## src/rtl/pit_pkg.sv

```systemverilog
package pit_pkg;
  typedef enum logic [1:0] {
    ACC_LATCH = 2'b00,
    ACC_LO    = 2'b01,
    ACC_HI    = 2'b10,
    ACC_WORD  = 2'b11
  } acc_e;

  localparam logic [2:0] OPM_ONESHOT = 3'b000;
  localparam logic [2:0] OPM_PERIOD  = 3'b010;
endpackage

```

## src/rtl/pit_cmd_decode.sv

```systemverilog
module pit_cmd_decode
  import pit_pkg::*;
#(
  parameter int BYTE_W = 8,
  localparam int CNT_W = 2 * BYTE_W
) (
  input  logic              clk,
  input  logic              rst,
  input  logic              wr_en,
  input  logic              port_sel,
  input  logic [BYTE_W-1:0] wdata,
  output logic              latch_req,
  output logic              cfg_pulse,
  output logic              load_pulse,
  output acc_e              acc_mode,
  output logic              period_mode,
  output logic [CNT_W-1:0]  reload_val
);
  logic              wr_cmd, wr_dat;
  logic              sel_ok, opm_ok;
  logic              hi_next;
  logic [BYTE_W-1:0] lo_hold;

  assign wr_cmd = wr_en & port_sel;
  assign wr_dat = wr_en & ~port_sel;
  assign sel_ok = (wdata[7:6] == 2'b00);
  assign opm_ok = (wdata[3:1] == OPM_ONESHOT) || (wdata[3:1] == OPM_PERIOD);

  // latch is combinational so it samples the count on the command edge
  assign latch_req = wr_cmd && sel_ok && (wdata[5:4] == 2'b00);

  always_ff @(posedge clk) begin
    if (rst) begin
      cfg_pulse   <= 1'b0;
      load_pulse  <= 1'b0;
      acc_mode    <= ACC_WORD;
      period_mode <= 1'b0;
      reload_val  <= '0;
      lo_hold     <= '0;
      hi_next     <= 1'b0;
    end else begin
      cfg_pulse  <= 1'b0;
      load_pulse <= 1'b0;
      if (wr_cmd && sel_ok && (wdata[5:4] != 2'b00) && !wdata[0] && opm_ok) begin
        cfg_pulse   <= 1'b1;
        acc_mode    <= acc_e'(wdata[5:4]);
        period_mode <= (wdata[3:1] == OPM_PERIOD);
        hi_next     <= 1'b0;
      end else if (wr_dat) begin
        unique case (acc_mode)
          ACC_LO: begin
            reload_val <= {{BYTE_W{1'b0}}, wdata};
            load_pulse <= 1'b1;
          end
          ACC_HI: begin
            reload_val <= {wdata, {BYTE_W{1'b0}}};
            load_pulse <= 1'b1;
          end
          default: begin
            if (hi_next) begin
              reload_val <= {wdata, lo_hold};
              load_pulse <= 1'b1;
              hi_next    <= 1'b0;
            end else begin
              lo_hold <= wdata;
              hi_next <= 1'b1;
            end
          end
        endcase
      end
    end
  end
endmodule

```

## src/rtl/pit_down_counter.sv

```systemverilog
module pit_down_counter #(
  parameter int CNT_W = 16
) (
  input  logic             clk,
  input  logic             rst,
  input  logic             cnt_en,
  input  logic             cfg_pulse,
  input  logic             load_pulse,
  input  logic             period_mode,
  input  logic [CNT_W-1:0] reload_val,
  output logic [CNT_W-1:0] count_q,
  output logic             running,
  output logic             tmr_out
);
  localparam logic [CNT_W-1:0] ONE = CNT_W'(1);

  logic [CNT_W-1:0] dec_val;
  assign dec_val = count_q - ONE;

  always_ff @(posedge clk) begin
    if (rst) begin
      count_q <= '0;
      running <= 1'b0;
      tmr_out <= 1'b1;
    end else if (cfg_pulse) begin
      running <= 1'b0;
      tmr_out <= period_mode;
    end else if (load_pulse) begin
      count_q <= reload_val;
      running <= 1'b1;
      tmr_out <= period_mode;
    end else if (running && cnt_en) begin
      if (period_mode) begin
        if (count_q == ONE) begin
          count_q <= reload_val;
          tmr_out <= 1'b1;
        end else begin
          count_q <= dec_val;
          tmr_out <= (dec_val != ONE);
        end
      end else begin
        count_q <= dec_val;
        if (dec_val == '0) tmr_out <= 1'b1;
      end
    end
  end
endmodule

```

## src/rtl/pit_latch_rd.sv

```systemverilog
module pit_latch_rd
  import pit_pkg::*;
#(
  parameter int BYTE_W = 8,
  localparam int CNT_W = 2 * BYTE_W
) (
  input  logic              clk,
  input  logic              rst,
  input  logic              cfg_pulse,
  input  logic              latch_req,
  input  logic              rd_pulse,
  input  acc_e              acc_mode,
  input  logic [CNT_W-1:0]  count_q,
  output logic              held,
  output logic [CNT_W-1:0]  snap,
  output logic [BYTE_W-1:0] rdata
);
  logic [CNT_W-1:0]  src;
  logic [BYTE_W-1:0] src_byte [2];
  logic [BYTE_W-1:0] pick;
  logic              rd_hi;

  assign src = held ? snap : count_q;

  for (genvar g = 0; g < 2; g++) begin : g_byte
    assign src_byte[g] = src[g*BYTE_W +: BYTE_W];
  end

  always_comb begin
    unique case (acc_mode)
      ACC_LO:  pick = src_byte[0];
      ACC_HI:  pick = src_byte[1];
      default: pick = rd_hi ? src_byte[1] : src_byte[0];
    endcase
  end

  always_ff @(posedge clk) begin
    if (rst) begin
      held  <= 1'b0;
      snap  <= '0;
      rd_hi <= 1'b0;
      rdata <= '0;
    end else if (cfg_pulse) begin
      held  <= 1'b0;
      rd_hi <= 1'b0;
    end else begin
      if (rd_pulse) begin
        rdata <= pick;
        if (acc_mode == ACC_WORD) rd_hi <= ~rd_hi;
        if (held && ((acc_mode != ACC_WORD) || rd_hi)) held <= 1'b0;
      end
      if (latch_req && !held) begin
        held <= 1'b1;
        snap <= count_q;
      end
    end
  end
endmodule

```

## src/rtl/pit_channel.sv

```systemverilog
module pit_channel
  import pit_pkg::*;
#(
  parameter int BYTE_W = 8,
  localparam int CNT_W = 2 * BYTE_W
) (
  input  logic              clk,
  input  logic              rst,
  input  logic              cnt_en,
  input  logic              wr_en,
  input  logic              rd_en,
  input  logic              port_sel,
  input  logic [BYTE_W-1:0] wdata,
  output logic [BYTE_W-1:0] rdata,
  output logic              tmr_out
);
  logic             latch_req, cfg_strobe, load_pulse, rate_mode;
  logic             running, latch_held, rd_pulse;
  logic [CNT_W-1:0] reload_val, cur_count, snap;
  acc_e             acc_mode;

  assign rd_pulse = rd_en & ~port_sel;

  pit_cmd_decode #(.BYTE_W(BYTE_W)) u_dec (
    .clk(clk), .rst(rst), .wr_en(wr_en), .port_sel(port_sel), .wdata(wdata),
    .latch_req(latch_req), .cfg_pulse(cfg_strobe), .load_pulse(load_pulse),
    .acc_mode(acc_mode), .period_mode(rate_mode), .reload_val(reload_val)
  );

  pit_down_counter #(.CNT_W(CNT_W)) u_cnt (
    .clk(clk), .rst(rst), .cnt_en(cnt_en), .cfg_pulse(cfg_strobe),
    .load_pulse(load_pulse), .period_mode(rate_mode), .reload_val(reload_val),
    .count_q(cur_count), .running(running), .tmr_out(tmr_out)
  );

  pit_latch_rd #(.BYTE_W(BYTE_W)) u_rd (
    .clk(clk), .rst(rst), .cfg_pulse(cfg_strobe), .latch_req(latch_req),
    .rd_pulse(rd_pulse), .acc_mode(acc_mode), .count_q(cur_count),
    .held(latch_held), .snap(snap), .rdata(rdata)
  );
endmodule

```

## config.mk

```make
export PLATFORM = sky130hd
export DESIGN_NAME = pit_channel
export DESIGN_NICKNAME = d
export VERILOG_FILES = /design/src/rtl/pit_pkg.sv /design/src/rtl/pit_cmd_decode.sv /design/src/rtl/pit_down_counter.sv /design/src/rtl/pit_latch_rd.sv /design/src/rtl/pit_channel.sv
export SDC_FILE = /design/constraint.sdc
export NUM_CORES = 1
export LEC_CHECK = 0
export ABC_AREA = 1
export CAP_MARGIN = 20
export CORE_MARGIN = 1
export CORE_UTILIZATION = 40
export CTS_CLUSTER_DIAMETER = 30
export CTS_CLUSTER_SIZE = 40
export DETAILED_ROUTE_END_ITERATION = 6
export GPL_ROUTABILITY_DRIVEN = 0
export MAX_ROUTING_LAYER = met4
export SLEW_MARGIN = 10
export SYNTH_ARGS = -nofsm -noshare
export SYNTH_HDL_FRONTEND = slang
export SYNTH_SLANG_ARGS = --single-unit
```

## constraint.sdc

```tcl
create_clock -name clk -period 4 [get_ports clk]
set_input_delay 1 -clock clk [delete_from_list [all_inputs] [get_ports clk]]
set_output_delay 1 -clock clk [all_outputs]
set_load 0.02 [all_outputs]
```

==> results of run 1 <==
-- area by class of cell --
cell class	count	area share (%)
clock buffer	13	3.97
clock inverter	3	1.09
inverter	67	5.91
multi-input combinational	387	44.7
sequential	74	34.8
tap	108	3.17
timing repair buffer	29	6.41
-- report_power, final --
group / internal, uW / switching [uW] / leakage, uW
registers: 760 / 16.2 / 0.000601
logic: 85.9 / 156 / 0.00125
clock network: 341 / 279 / 0.000106
total: 1190 / 451 / 0.00196
-- registers in the layout, indices dropped and copies added, names as in the netlist --
signal / count
u_cnt.count_q: 16
u_dec.reload_val: 16
u_rd.snap: 16
u_dec.lo_hold: 8
u_rd.rdata: 8
u_dec.acc_mode: 2
u_cnt.running: 1
u_cnt.tmr_out: 1
u_dec.cfg_pulse: 1
u_dec.hi_next: 1
u_dec.load_pulse: 1
u_dec.period_mode: 1
u_rd.held: 1
u_rd.rd_hi: 1
-- worst max-delay path: cells and delay by family --
| family | cells | cell delay [ns] |
|---|---|---|
| buffers and inverters | 4 | 1.54 |
| AO/OA/AOI/OAI | 2 | 0.25 |
-- cells by family after synthesis --
group                    synth area share (%)
buffers and inverters                    9.93
AND/OR/NAND/NOR                          25.7
XOR/XNOR                                0.233
AO/OA/AOI/OAI                            22.7
adder cells (fa/ha/maj)                  2.00
flip-flops                               39.5
-- metal layers --
layer,vias up,track usage [%]
met1,1664,28.0
met2,76,35.7
met5,-,-
li1,1867,-
met3,13,3.40
met4,0,7.69
-- worst paths after layout --
kind | from | end | slack (ns) | cells past startpoint
max | rst | u_rd.snap[14]$_SDFFE_PP0P_ | 1.45 | 6
min | u_dec.reload_val[9]$_SDFFE_PP0P_ | u_dec.reload_val[9]$_SDFFE_PP0P_ | 0.47 | 2
max reg2reg | u_dec.acc_mode[0]$_SDFFE_PP1P_ | u_dec.hi_next$_SDFFE_PP0P_ | 1.54 | 8
min reg2reg | u_dec.reload_val[9]$_SDFFE_PP0P_ | u_dec.reload_val[9]$_SDFFE_PP0P_ | 0.47 | 2
-- metrics by stage --
step	instances	hold WS, ns	total power [uW]	cell area [um^2]
after floorplan	553	0.445	957	3750
after global placement	665	0.455	1030	4040
after detailed placement	665	0.464	1030	4040
after CTS	681	0.476	1650	4260
after global routing	681	0.507	1720	4260
final	681	0.473	1640	4260
-- cell usage in the layout (no fill, tap or decap), drive strengths merged --
cell	count
nand2	117
dfxtp	74
o21ai	69
inv	65
nor2	65
a21oi	42
nand3	38
clkdlybuf4s50	22
o211ai	14
a31oi	13
clkbuf	13
o221ai	8
buf	7
ha	6
nor3	3
clkinv	3
a22oi	2
nor4	1
and3	1
nor3b	1
nand4	1
or2	1
or3	1
a211oi	1
xor2	1
o21bai	1
a22o	1
clkinvlp	1
bufinv	1
==> metrics.md, run 1 <==
| Metric | Value |
|---|---|
| Result of the run | `finished, final reports clean` |
| Total wire length | `a little under 10000 um` |
| Placed wire-length estimate | `7230 um` |
| Later-pin clock latency in the skew report | `0.34 ns` |
| Post-Syn Instances | `553` |
| Number of hold-repair buffers added at the cts stage | `0` |
| Number of port buffers | `22` |
| Synthesized netlist net count | `573` |
| Number of gates resized after CTS | `0` |
| Crit path arrival time | `2.83 ns` |
| Via-to-Cell Ratio | `5.32` |
| Vias after detailed routing | `roughly 3600` |
| Cell with the largest stage delay on the worst path | `sky130_fd_sc_hd__inv_1` |
| Routed length on met2 | `4600 um` |
| Post-synth top area share | `between 30% and 40%` |
| First-pass GRT wire length | `around 16000 um` |
| Register bit count reported by yosys | `74` |
| Flip-flop cell with the highest count after synthesis | `sky130_fd_sc_hd__dfxtp_1` |
| Post-route clock period utilization | `a little under two thirds` |
| Worst vdd rail ir drop | `0.247 mV` |
| Horizontal die dimension | `98.9 um` |
| Cell type with the highest aggregate area in the netlist | `sky130_fd_sc_hd__dfxtp_1` |
| Wire length on met3 | `335 um` |
| Cell mode on critical path | `sky130_fd_sc_hd__buf_4` |
| Routed metal-1 wire length | `between 4000 and 5000 um` |
| Drt first pass iters | `5` |
| Pwr dens | `385 nW/um^2` |
| Final total negative setup slack | `0 ns` |
| Total global-route track usage | `22.0%` |
| Final critical delay including setup and external delays | `2.55 ns` |
| Number of enable flip-flop cells after synthesis | `0` |
| Min setup slack post-route | `1.45 ns` |
| Static Leak | `0.00196 uW` |
| Post-CTS Setup Inserts | `0` |
| Number of DRC violations after detailed routing | `0` |
| Transition time at the pin with the least slew margin | `0.837 ns` |
| Number of setup violations in the final report | `0` |
| Clock tree sinks | `74` |
| Summed instance area of the synthesized netlist | `3750 um^2` |
| CP endpoint kind | `flip-flop` |
| Layout cell share with drive strength beyond 1 | `5.76%` |
| Class of the most critical setup path | `in2reg` |
| Area used by sequential logic in the layout | `1480 um^2` |
| Rows | `34` |
| Classification of the worst-slack hold path | `reg2reg` |
| Cell Chain, Critical Path | `clkdlybuf4s50_1 -> buf_4 -> inv_1 -> buf_4 -> o21ai_0 -> a21oi_1` |
| Largest net degree at the start of global routing | `34` |
| Worst clock skew on the final layout | `0.00985 ns` |
| Starting density of the core | `42.2%` |
| # diodes | `0` |
| Cts bufs inserted | `9` |
| Combined area of the multi-input logic cells | `1900 um^2` |
| Max Clk Rate | `between 300 and 400 MHz` |
| Startpoint kind of the worst setup timing path | `input pin` |
| Count of unique library cells instantiated by Yosys | `36` |
| Most frequent cell after synthesis | `sky130_fd_sc_hd__nand2_1` |
| Placement-stage worst setup slack | `roughly 1.1 ns` |
| Final hold viol count | `0` |
| Antenna-violating nets left | `0` |
| GRT Residual Overflow | `0` |
| Deepest level of the CTS H-tree | `3` |
| Top layer used by detailed routing | `met4` |
| Final core occ | `47.9%` |
| Vias in the first global route | `between 3000 and 4000` |
| # fillers | `916` |
| Core outline area | `8890 um^2` |
| Max-cap violation count | `0` |
| Max-slew headroom | `44.2%` |
| Sequential share of the synthesized area | `39.5%` |
| Share of synthesized registers carrying an async set or reset | `0%` |
| Synth warnings | `0` |
| Unrepaired setup endpoints after global routing | `false` |
| Delay contributed by the slowest stage of the critical path | `0.56 ns` |
| Dominant cells by area after synthesis | `sky130_fd_sc_hd__dfxtp_1, sky130_fd_sc_hd__nand2_1, sky130_fd_sc_hd__o21ai_0` |
| Count of boundary I/O pins | `23` |
| Chip Height | `~99 um` |
| Detailed router's first-iteration violation count | `213` |
| Post-layout nets | `588` |
| Routed wire per std cell | `14.4 um` |
| Number of antenna violations at the first check in global routing | `0` |
| CTS root buf | `sky130_fd_sc_hd__clkbuf_8` |
| Highest fanout seen on the critical path | `27` |
| CTS tree | `yes` |
| Synthesized area per cell | `6.79 um^2` |
| Clock-pin transition on the worst setup and hold timing paths | `0.08 ns` |
| Maximum root-to-sink buffer count | `2` |
| Area delta synth->final | `13.4%` |
| Max-slew violation count | `0` |
| Die ar. | `9780 um^2` |
| CP required | `4.28 ns` |
| Commonest cells in the netlist | `sky130_fd_sc_hd__nand2_1, sky130_fd_sc_hd__dfxtp_1, sky130_fd_sc_hd__o21ai_0` |
(Power assumes the default switching activity.)
==> inputs of run 2 (changes only) <==
Clock period 4 ns to 2.3 ns, I/O delays scaled along.
==> run 2 against run 1 <==
- critical path depth is 2 higher
- sequential share of layout area is 0.83 points lower
- worst setup slack worse by 1.2 ns
- critical endpoint is now u_rd.rdata[5]$_SDFFE_PP0P_
- highest routed layer unchanged
==> metrics.md, run 2 (synthesis results as in run 1) <==
| Metric | Value |
|---|---|
| Clock tree sinks | `74` |
| Area used by sequential logic in the layout | `1480 um^2` |
| Commonest cells after routing, fill and taps aside | `sky130_fd_sc_hd__nand2_1, sky130_fd_sc_hd__dfxtp_1, sky130_fd_sc_hd__o21ai_0` |
| CTS tree | `yes` |
| Number of DRC violations after detailed routing | `0` |
| Post-layout nets | `598` |
| Startpoint kind of the worst setup timing path | `flip-flop` |
| Antenna-violating nets left | `0` |
| Cts bufs inserted | `9` |
| Cell Chain, Critical Path | `inv_1 -> ha_1 -> buf_4 -> inv_1 -> o21ai_1 -> o221ai_1 -> o211ai_1 -> inv_1` |
| Total wire length | `9830 um` |
| # diodes | `0` |
| Rows | `34` |
| Highest fanout seen on the critical path | `9` |
| Routed wire per std cell | `between 10 and 15 um` |
| Chip Height | `98.9 um` |
| Worst clock skew on the final layout | `0.0138 ns` |
| Max-cap violation count | `0` |
| Maximum root-to-sink buffer count | `2` |
| Leading registers by flop count | `u_cnt.count_q (16), u_dec.reload_val (16), u_rd.snap (16)` |
| Max-slew headroom | `57.0%` |
| Total Power | `2820 uW` |
| CP endpoint kind | `flip-flop` |
| Number of antenna violations at the first check in global routing | `0` |
| Number of port buffers | `22` |
| Largest net degree at the start of global routing | `roughly 50` |
| Most frequent standard cell in the layout excluding fill and tap cells | `sky130_fd_sc_hd__nand2_1` |
| Placed wire-length estimate | `~7200 um` |
| Later-pin clock latency in the skew report | `0.35 ns` |
| Static Leak | `0.00201 uW` |
| Classification of the worst-slack hold path | `reg2reg` |
| Detailed router's first-iteration violation count | `between 150 and 200` |
| Post-CTS Setup Inserts | `0` |
| Class of the most critical setup path | `reg2reg` |
| Via-to-Cell Ratio | `~5.3` |
| Max-slew violation count | `0` |
| Total global-route track usage | `21.9%` |
| Deepest level of the CTS H-tree | `3` |
| Cell mode on critical path | `sky130_fd_sc_hd__inv_1` |
| Horizontal die dimension | `98.9 um` |
| Combined area of the multi-input logic cells | `1910 um^2` |
| Vias after detailed routing | `~3700` |
| First-pass GRT wire length | `16400 um` |
| Area delta synth->final | `16.1%` |
| Delay contributed by the slowest stage of the critical path | `0.52 ns` |
| Hold slack final | `0.472 ns` |
| Vias in the first global route | `roughly 3400` |
| Cell with the largest stage delay on the worst path | `sky130_fd_sc_hd__o21ai_1` |
| Result of the run | `finished, final reports clean` |
| Core outline area | `8890 um^2` |
| Worst vdd rail ir drop | `0.322 mV` |
| Die ar. | `9780 um^2` |
| Final core occ | `49.0%` |
| Crit path arrival time | `2.32 ns` |
| # fillers | `around 930` |
| Drt first pass iters | `5` |
| Final hold viol count | `0` |
| Max Clk Rate | `481 MHz` |
| Clock-pin transition on the worst setup and hold timing paths | `0.09 ns` |
| Count of boundary I/O pins | `23` |
| Transition time at the pin with the least slew margin | `0.641 ns` |
| Layout cell share with drive strength beyond 1 | `7.72%` |
| Final critical delay including setup and external delays | `2.08 ns` |
| Number of setup violations in the final report | `0` |
| Design area | `4360 um^2` |
| Total cell area at the placement stage | `4150 um^2` |
| CTS root buf | `sky130_fd_sc_hd__clkbuf_8` |
| Starting density of the core | `a little over two fifths` |
| GRT Residual Overflow | `0` |
| CP required | `2.54 ns` |
| Pwr dens | `646 nW/um^2` |
| Post-route clock period utilization | `90.3%` |
| Unrepaired setup endpoints after global routing | `false` |
[run 2: path summary, 6_finish.rpt]
kind / depth (start not counted) / from / end / slack, ns
hold reg to reg: 2 / u_dec.reload_val[15]$_SDFFE_PP0P_ / u_dec.reload_val[15]$_SDFFE_PP0P_ / 0.47
setup reg to reg: 8 / u_dec.acc_mode[0]$_SDFFE_PP1P_ / u_rd.rdata[5]$_SDFFE_PP0P_ / 0.22
setup / recovery: 8 / u_dec.acc_mode[0]$_SDFFE_PP1P_ / u_rd.rdata[5]$_SDFFE_PP0P_ / 0.22
hold / removal: 2 / u_dec.reload_val[15]$_SDFFE_PP0P_ / u_dec.reload_val[15]$_SDFFE_PP0P_ / 0.47
[run 2: routing by layer]
metal	GRT usage, %	vias to the layer above	routed length (um)
li1	-	1886	-
met1	27.5	1663	4550
met2	34.9	98	4570
met3	3.83	15	494
met4	8.61	0	214
met5	-	-	0
[run 2: area by class of cell]
class / count / share of cell area, %
Tap cell: 108 / 3.10
Clock buffer: 9 / 2.84
Clock inverter: 7 / 1.75
Multi-Input combinational cell: 387 / 43.7
Inverter: 67 / 5.77
Timing Repair Buffer: 39 / 8.84
Sequential cell: 74 / 34.0
[run 2: worst max-delay path, delay by kind of cell, from the launching register on]
family	cells	cell delay [ns]
DFF	1	0.37
AOI/OAI and AO/OA	3	0.88
buffers and inverters	4	0.39
adders and majority gates	1	0.33
[run 2: timing repair]
item,4_1_cts,5_1_grt
endpoints found under the setup margin,0,3
hold buffers,0,0
gates resized for setup,0,1
[run 2: where the power goes]
| group | internal, uW | switching, uW |
|---|---|---|
| sequential | 1320 | 27.9 |
| combinational | 161 | 271 |
| clock | 508 | 528 |
[run 2: stage by stage]
| step | worst slack [ns] | instances | setup TNS, ns |
|---|---|---|---|
| global route | 0.0260 | 691 | 0 |
| finish | 0.222 | 691 | 0 |
| detailed placement | -0.0813 | 675 | -0.988 |
| global placement | 0.0259 | 675 | 0 |
| floorplan | 0.518 | 553 | 0 |
| CTS | 0.244 | 691 | 0 |
